File: config.mk
export PLATFORM = sky130hd
export DESIGN_NAME = mud_det_stage
export DESIGN_NICKNAME = d
export VERILOG_FILES = /design/src/rtl/mud_det_pkg.sv /design/src/rtl/mud_det_window.sv /design/src/rtl/mud_det_coef_mem.sv /design/src/rtl/mud_det_stage.sv
export SDC_FILE = /design/constraint.sdc
export NUM_CORES = 2
export LEC_CHECK = 0
export BUFFER_PORTS_ARGS = -buffer_cell sky130_fd_sc_hd__buf_2
export CORE_ASPECT_RATIO = 0.8
export CORE_MARGIN = 10
export CORE_UTILIZATION = 65
export CTS_CLUSTER_DIAMETER = 50
export DETAILED_ROUTE_END_ITERATION = 7
export PLACE_DENSITY = 0.82
export SYNTH_ARGS = -nofsm -noshare
export SYNTH_HDL_FRONTEND = slang
export SYNTH_SLANG_ARGS = --single-unit
File: constraint.sdc
create_clock -name clk -period 14.5 [get_ports clk]
set_clock_uncertainty 0.05 [all_clocks]
set_input_delay 2.175 -clock clk [delete_from_list [all_inputs] [get_ports clk]]
set_output_delay 2.175 -clock clk [all_outputs]
set_load 0.005 [all_outputs]
File: src/rtl/mud_det_pkg.sv
package mud_det_pkg;
    typedef enum logic [1:0] {
        ST_IDLE = 2'd0,
        ST_MAC  = 2'd1,
        ST_DEC  = 2'd2,
        ST_UPD  = 2'd3
    } det_state_e;

    function automatic logic [1:0] slot_inc(input logic [1:0] s);
        return (s == 2'd2) ? 2'd0 : s + 2'd1;
    endfunction
endpackage

File: src/rtl/mud_det_window.sv
module mud_det_window #(
    parameter int K  = 4,
    parameter int W  = 16,
    parameter int UW = 2
) (
    input  logic                clk,
    input  logic                rst_n,
    input  logic                wr_en,
    input  logic [1:0]          wr_slot,
    input  logic [K*W-1:0]      wr_y,
    input  logic                wr_train,
    input  logic [K-1:0]        wr_bits,
    input  logic [1:0]          rd_slot,
    input  logic [UW-1:0]       rd_col,
    output logic signed [W-1:0] rd_y,
    input  logic [1:0]          trn_slot,
    output logic                trn_flag,
    output logic [K-1:0]        trn_bits
);
    logic [K*W-1:0] y_q    [3];
    logic [K-1:0]   bits_q [3];
    logic [2:0]     flag_q;
    logic [K*W-1:0] row;

    always_ff @(posedge clk or negedge rst_n) begin
        if (!rst_n) begin
            for (int i = 0; i < 3; i++) begin
                y_q[i]    <= '0;
                bits_q[i] <= '0;
            end
            flag_q <= '0;
        end else begin
            for (int i = 0; i < 3; i++) begin
                if (wr_en && wr_slot == 2'(i)) begin
                    y_q[i]    <= wr_y;
                    bits_q[i] <= wr_bits;
                    flag_q[i] <= wr_train;
                end
            end
        end
    end

    always_comb begin
        row      = '0;
        trn_flag = 1'b0;
        trn_bits = '0;
        for (int i = 0; i < 3; i++) begin
            if (rd_slot == 2'(i)) row = y_q[i];
            if (trn_slot == 2'(i)) begin
                trn_flag = flag_q[i];
                trn_bits = bits_q[i];
            end
        end
        rd_y = row[int'(rd_col)*W +: W];
    end
endmodule

File: src/rtl/mud_det_coef_mem.sv
module mud_det_coef_mem #(
    parameter int W   = 16,
    parameter int CAW = 6
) (
    input  logic                clk,
    input  logic                rst_n,
    input  logic [CAW-1:0]      addr,
    output logic signed [W-1:0] rd_data,
    input  logic                wr_en,
    input  logic signed [W-1:0] wr_data
);
    localparam int DEPTH = 1 << CAW;

    logic signed [W-1:0] mem_q [DEPTH];

    always_ff @(posedge clk or negedge rst_n) begin
        if (!rst_n) begin
            for (int i = 0; i < DEPTH; i++) mem_q[i] <= '0;
        end else if (wr_en) begin
            mem_q[addr] <= wr_data;
        end
    end

    assign rd_data = mem_q[addr];
endmodule

File: src/rtl/mud_det_stage.sv
module mud_det_stage
    import mud_det_pkg::*;
#(
    parameter int K        = 4,
    parameter int W        = 16,
    parameter int FRAC     = 12,
    parameter int NU_SHIFT = 2,
    localparam int UW      = (K > 1) ? $clog2(K) : 1
) (
    input  logic                clk,
    input  logic                rst_n,
    input  logic                vec_valid,
    input  logic [K*W-1:0]      vec_y,
    input  logic                vec_train,
    input  logic [K-1:0]        vec_bits,
    output logic                in_ready,
    output logic                busy,
    output logic                dec_valid,
    output logic [UW-1:0]       dec_user,
    output logic                dec_bit,
    output logic signed [W-1:0] dec_soft
);
    localparam int N   = 3 * K;
    localparam int CAW = $clog2(K * N);
    localparam int AW  = 2 * W;
    localparam logic signed [AW-1:0] WMAX = AW'(2 ** (W - 1) - 1);
    localparam logic signed [AW-1:0] WMIN = -WMAX - AW'(1);
    localparam logic signed [AW-1:0] ONE  = AW'(2 ** FRAC);
    localparam logic [UW-1:0]        LASTU = UW'(K - 1);

    typedef struct packed {
        det_state_e          st;
        logic [1:0]          wp;
        logic                seen;
        logic [1:0]          base;
        logic [UW-1:0]       user;
        logic [1:0]          grp;
        logic [UW-1:0]       col;
        logic signed [AW-1:0] acc;
        logic signed [W-1:0] err;
        logic                dv;
        logic                dbit;
        logic [UW-1:0]       duser;
        logic signed [W-1:0] dsoft;
    } ctl_t;

    ctl_t s_d, s_q;

    function automatic logic signed [W-1:0] sat_w(input logic signed [AW-1:0] v);
        if (v > WMAX) return WMAX[W-1:0];
        else if (v < WMIN) return WMIN[W-1:0];
        else return v[W-1:0];
    endfunction

    function automatic logic signed [AW-1:0] sat_acc(input logic signed [AW:0] s);
        if (s[AW] != s[AW-1]) return s[AW] ? {1'b1, {(AW-1){1'b0}}} : {1'b0, {(AW-1){1'b1}}};
        else return s[AW-1:0];
    endfunction

    logic                accept;
    logic [1:0]          rd_slot;
    logic signed [W-1:0] x_tap, c_tap, c_new, o_val;
    logic                trn_flag;
    logic [K-1:0]        trn_bits;
    logic [CAW-1:0]      caddr;
    logic signed [AW-1:0] xe, ce, prod_mac, prod_upd, delta, o_full, tgt;
    logic signed [AW:0]  mac_sum;
    logic                last_tap;

    assign accept = vec_valid && (s_q.st == ST_IDLE);

    always_comb begin
        case (s_q.grp)
            2'd0:    rd_slot = s_q.base;
            2'd1:    rd_slot = slot_inc(s_q.base);
            default: rd_slot = slot_inc(slot_inc(s_q.base));
        endcase
    end

    mud_det_window #(.K(K), .W(W), .UW(UW)) u_window (
        .clk      (clk),
        .rst_n    (rst_n),
        .wr_en    (accept),
        .wr_slot  (s_q.wp),
        .wr_y     (vec_y),
        .wr_train (vec_train),
        .wr_bits  (vec_bits),
        .rd_slot  (rd_slot),
        .rd_col   (s_q.col),
        .rd_y     (x_tap),
        .trn_slot (slot_inc(s_q.base)),
        .trn_flag (trn_flag),
        .trn_bits (trn_bits)
    );

    assign caddr = CAW'(int'(s_q.user) * N + int'(s_q.grp) * K + int'(s_q.col));

    mud_det_coef_mem #(.W(W), .CAW(CAW)) u_coef (
        .clk     (clk),
        .rst_n   (rst_n),
        .addr    (caddr),
        .rd_data (c_tap),
        .wr_en   (s_q.st == ST_UPD),
        .wr_data (c_new)
    );

    always_comb begin
        xe       = AW'(x_tap);
        ce       = AW'(c_tap);
        prod_mac = xe * ce;
        mac_sum  = $signed({s_q.acc[AW-1], s_q.acc}) + $signed({prod_mac[AW-1], prod_mac});
        o_full   = s_q.acc >>> FRAC;
        o_val    = sat_w(o_full);
        tgt      = trn_bits[s_q.user] ? -ONE : ONE;
        prod_upd = xe * AW'(s_q.err);
        delta    = prod_upd >>> (FRAC + NU_SHIFT);
        c_new    = sat_w(ce + delta);
        last_tap = (s_q.grp == 2'd2) && (s_q.col == LASTU);
    end

    always_comb begin
        s_d    = s_q;
        s_d.dv = 1'b0;
        if (accept) begin
            s_d.wp   = slot_inc(s_q.wp);
            s_d.seen = 1'b1;
            if (s_q.seen) begin
                s_d.st   = ST_MAC;
                s_d.base = slot_inc(s_q.wp);
                s_d.user = '0;
                s_d.grp  = 2'd0;
                s_d.col  = '0;
                s_d.acc  = '0;
            end
        end
        case (s_q.st)
            ST_MAC: begin
                s_d.acc = sat_acc(mac_sum);
                if (last_tap) begin
                    s_d.st = ST_DEC;
                end else if (s_q.col == LASTU) begin
                    s_d.col = '0;
                    s_d.grp = s_q.grp + 2'd1;
                end else begin
                    s_d.col = s_q.col + UW'(1);
                end
            end
            ST_DEC: begin
                s_d.dv    = 1'b1;
                s_d.duser = s_q.user;
                s_d.dsoft = o_val;
                s_d.dbit  = o_val[W-1];
                s_d.err   = sat_w(tgt - AW'(o_val));
                s_d.grp   = 2'd0;
                s_d.col   = '0;
                s_d.acc   = '0;
                if (trn_flag) begin
                    s_d.st = ST_UPD;
                end else if (s_q.user == LASTU) begin
                    s_d.st = ST_IDLE;
                end else begin
                    s_d.st   = ST_MAC;
                    s_d.user = s_q.user + UW'(1);
                end
            end
            ST_UPD: begin
                if (last_tap) begin
                    s_d.grp = 2'd0;
                    s_d.col = '0;
                    if (s_q.user == LASTU) begin
                        s_d.st = ST_IDLE;
                    end else begin
                        s_d.st   = ST_MAC;
                        s_d.user = s_q.user + UW'(1);
                    end
                end else if (s_q.col == LASTU) begin
                    s_d.col = '0;
                    s_d.grp = s_q.grp + 2'd1;
                end else begin
                    s_d.col = s_q.col + UW'(1);
                end
            end
            default: ;
        endcase
    end

    always_ff @(posedge clk or negedge rst_n) begin
        if (!rst_n) begin
            s_q    <= '0;
            s_q.st <= ST_IDLE;
        end else begin
            s_q <= s_d;
        end
    end

    assign in_ready  = (s_q.st == ST_IDLE);
    assign busy      = (s_q.st != ST_IDLE);
    assign dec_valid = s_q.dv;
    assign dec_user  = s_q.duser;
    assign dec_bit   = s_q.dbit;
    assign dec_soft  = s_q.dsoft;
endmodule

==> flow_metrics.py <==
metrics = {
    "synth": {
        "yosys-top-cells-count": "dfrtp_1 (1311), nor2_1 (1128), a41oi_1 (817), nand2_1 (655), inv_1 (644)",
        "yosys.area.top_type_share": 0.396,
        "synthDistinctLibCells": 88,
        "synthCells": 8291,
        "syn_area_per_cell_um2": 10.0,
        "yosysMostFrequentCell": "dfrtp_1",
        "synth_edf_count": 0,
        "synth_warnings": 0,
        "postSynth.topFlopCell": "dfrtp_1",
        "synth-seq-area-share": 0.396,
        "synth_nets": 9142,
        "synth_area_leaders": "dfrtp_1 (40%), fa_1 (14%), a41oi_1 (8.6%)",
        "synth-seq-cells": 1311,
        "async_flop_share": 1.00,
        "syn_area_mm2": 0.0829,
        "yosysTopAreaCell": "dfrtp_1",
    },
    "clocking": {
        "clk_path_buf_depth": 3,
        "cts_max_level": 4,
        "hold_buffers": 0,
        "cts.sinks": 1311,
        "cts_buffers": 135,
        "clkTransAtPathRegs_ns": 0.07,
        "cts_tree": "yes",
        "cts_resized": 0,
        "insertion_delay_ns": 0.84,
        "cts_root_buf": "clkbuf_16",
        "post_cts_buffers": 0,
    },
    "finish": {
        "finish.instance_area_mm2": 0.0892,
        "finalNonFillerCells": 9776,
        "multi_input_area_mm2": 0.0448,
        "fin_nets": 8844,
        "area_growth_pct": 7.57,
        "n_fill_cell": 8827,
        "ff_latch_area_mm2": 0.0328,
        "drive_above_1_share": 0.121,
    },
    "hold_path": {
        "hold_path_class": "reg2reg",
    },
    "routing": {
        "detail_route.iter0.violations": 12600,
        "wl_per_cell_um": 28.7,
        "ant_nets": 0,
        "vias": 71800,
        "remaining_drc_errors": 9,
        "routed_wl_mm": 281,
        "drt_pass1_iterations": 8,
        "viasPerCell": 7.34,
    },
    "sta": {
        "tns_ns": 0,
        "rsz0062_at_grt": "no",
        "worst_pin_slew_ns": 1.55,
        "min_period_over_period": 0.902,
        "drv_slew": 2,
        "fmax_mhz": 76.4,
        "relSlewSlack": -0.0454,
        "final_hold_viol_count": 0,
        "fin_crit_ns": 13.08,
        "setup_viol": 0,
        "holdWs_ns": 0.428,
    },
    "critical_path": {
        "cp_max_fo": 42,
        "slowest_stage": "nand3_2",
        "crit_type": "reg2reg",
        "end_kind": "flip-flop",
        "critical-path-max-stage-delay_ns": 0.98,
        "cp-start-kind": "flip-flop",
        "critPathRequiredTime_ns": 15.15,
        "critPathMostFrequentCell": "ha_1",
        "critPathArrivalTime_ns": 13.74,
    },
    "status": {
        "violations": "DRC, capacitance limit, slew limit",
        "status": "complete, but fails checks",
    },
    "placed_design": {
        "dp_hpwl_mm": 183,
        "postPlaceCellArea_mm2": 0.0845,
        "dp_cells": 9522,
        "io_buffers": 93,
        "gp_congestion": 0.992,
    },
    "floorplan": {
        "start_util": 0.653,
        "die_area_mm2": 0.142,
        "rows": 117,
        "ios": 94,
        "core-area_mm2": 0.127,
        "die_x_um": 419,
        "die_y_um": 339,
    },
    "global_routing": {
        "grt_pass1_wl_mm": 428,
        "antenna_found_initial": 11,
        "grt_pass1_vias": 71500,
        "grt_max_degree": 179,
        "overflow": 0,
        "track_usage": 0.386,
    },
    "job": {
        "max-cap-violations": 1,
    },
}
[critical path: cells and delay by family (launching register included)]
family                   cells  cell delay (ns)
adder cells (fa/ha/maj)      9             3.76
AO/OA/AOI/OAI               14             3.70
AND/OR/NAND/NOR              8             3.12
buffers and inverters        6             1.30
flip-flops                   1             0.42
multiplexers                 1             0.34
XOR/XNOR                     1             0.18
[state kept, by name, summed over array words and instances (netlist names), 2 cells and up]
| signal | flops |
|---|---|
| u_coef.mem_q | 1024 |
| u_window.y_q | 192 |
| s_q | 41 |
| o_full | 20 |
| dec_soft | 15 |
| u_window.bits_q | 12 |
| u_window.flag_q | 3 |
| dec_user | 2 |
[layout make-up]
type	instances	area share
multi-input combinational	5573	0.503
inverter	648	0.0273
timing repair buffer	324	0.0264
tap	1666	0.0234
clock buffer	184	0.0427
sequential	1311	0.368
antenna	12	0.000337
clock inverter	58	0.00893
[path summary, 6_finish.rpt]
kind / startpoint / slack, ns / cells past startpoint / to
max in group asynchronous: rst_n / 9.96 / 4 / s_q[20]$_DFFE_PN0P_
hold reg to reg: u_coef.mem_q[767]$_DFFE_PN0P_ / 0.43 / 2 / u_coef.mem_q[767]$_DFFE_PN0P_
min in group asynchronous: rst_n / 1.34 / 1 / u_coef.mem_q[770]$_DFFE_PN0P_
setup reg to reg: s_q[71]$_DFF_PN0_ / 1.42 / 39 / u_coef.mem_q[904]$_DFFE_PN0P_
setup / recovery: s_q[71]$_DFF_PN0_ / 1.42 / 39 / u_coef.mem_q[904]$_DFFE_PN0P_
hold / removal: u_coef.mem_q[767]$_DFFE_PN0P_ / 0.43 / 2 / u_coef.mem_q[767]$_DFFE_PN0P_
[cells in the final DEF, fill, tap and decap left out, drive strengths merged, types with 184 or more instances in the layout]
master  instances
clkbuf        184
fa            563
dfrtp        1311
ha            216
nor2         1129
o21ai         261
mux2          261
inv           654
nand2         655
buf           324
a41oi         817
o22ai         270
[cells by family after synthesis]
logic type | Yosys count | share of synthesized area
and+or+nand+nor | 2296 | 0.118
adders and majority gates | 784 | 0.169
AOI/OAI and AO/OA | 2034 | 0.186
xor gates and xnor gates | 96 | 0.0101
muxes | 363 | 0.0500
buffers and inverters | 1407 | 0.0708
DFF | 1311 | 0.396
[stage by stage]
| stage | worst slack [ns] | util |
|---|---|---|
| floorplan | 4.06 | - |
| global placement | 2.18 | 0.666 |
| detailed placement | 1.90 | 0.666 |
| CTS | 1.78 | 0.702 |
| global route | 0.890 | 0.702 |
| finish | 1.42 | 0.702 |
[per-layer routing]
metal,GRT usage,part of all wire
met5,0.0159,0.0021
met4,0.183,0.057
met3,0.183,0.17
met2,0.526,0.41
met1,0.517,0.36
Power is not shown: default switching activity piles up to over one toggle a cycle in this logic, so the estimate is an artifact.
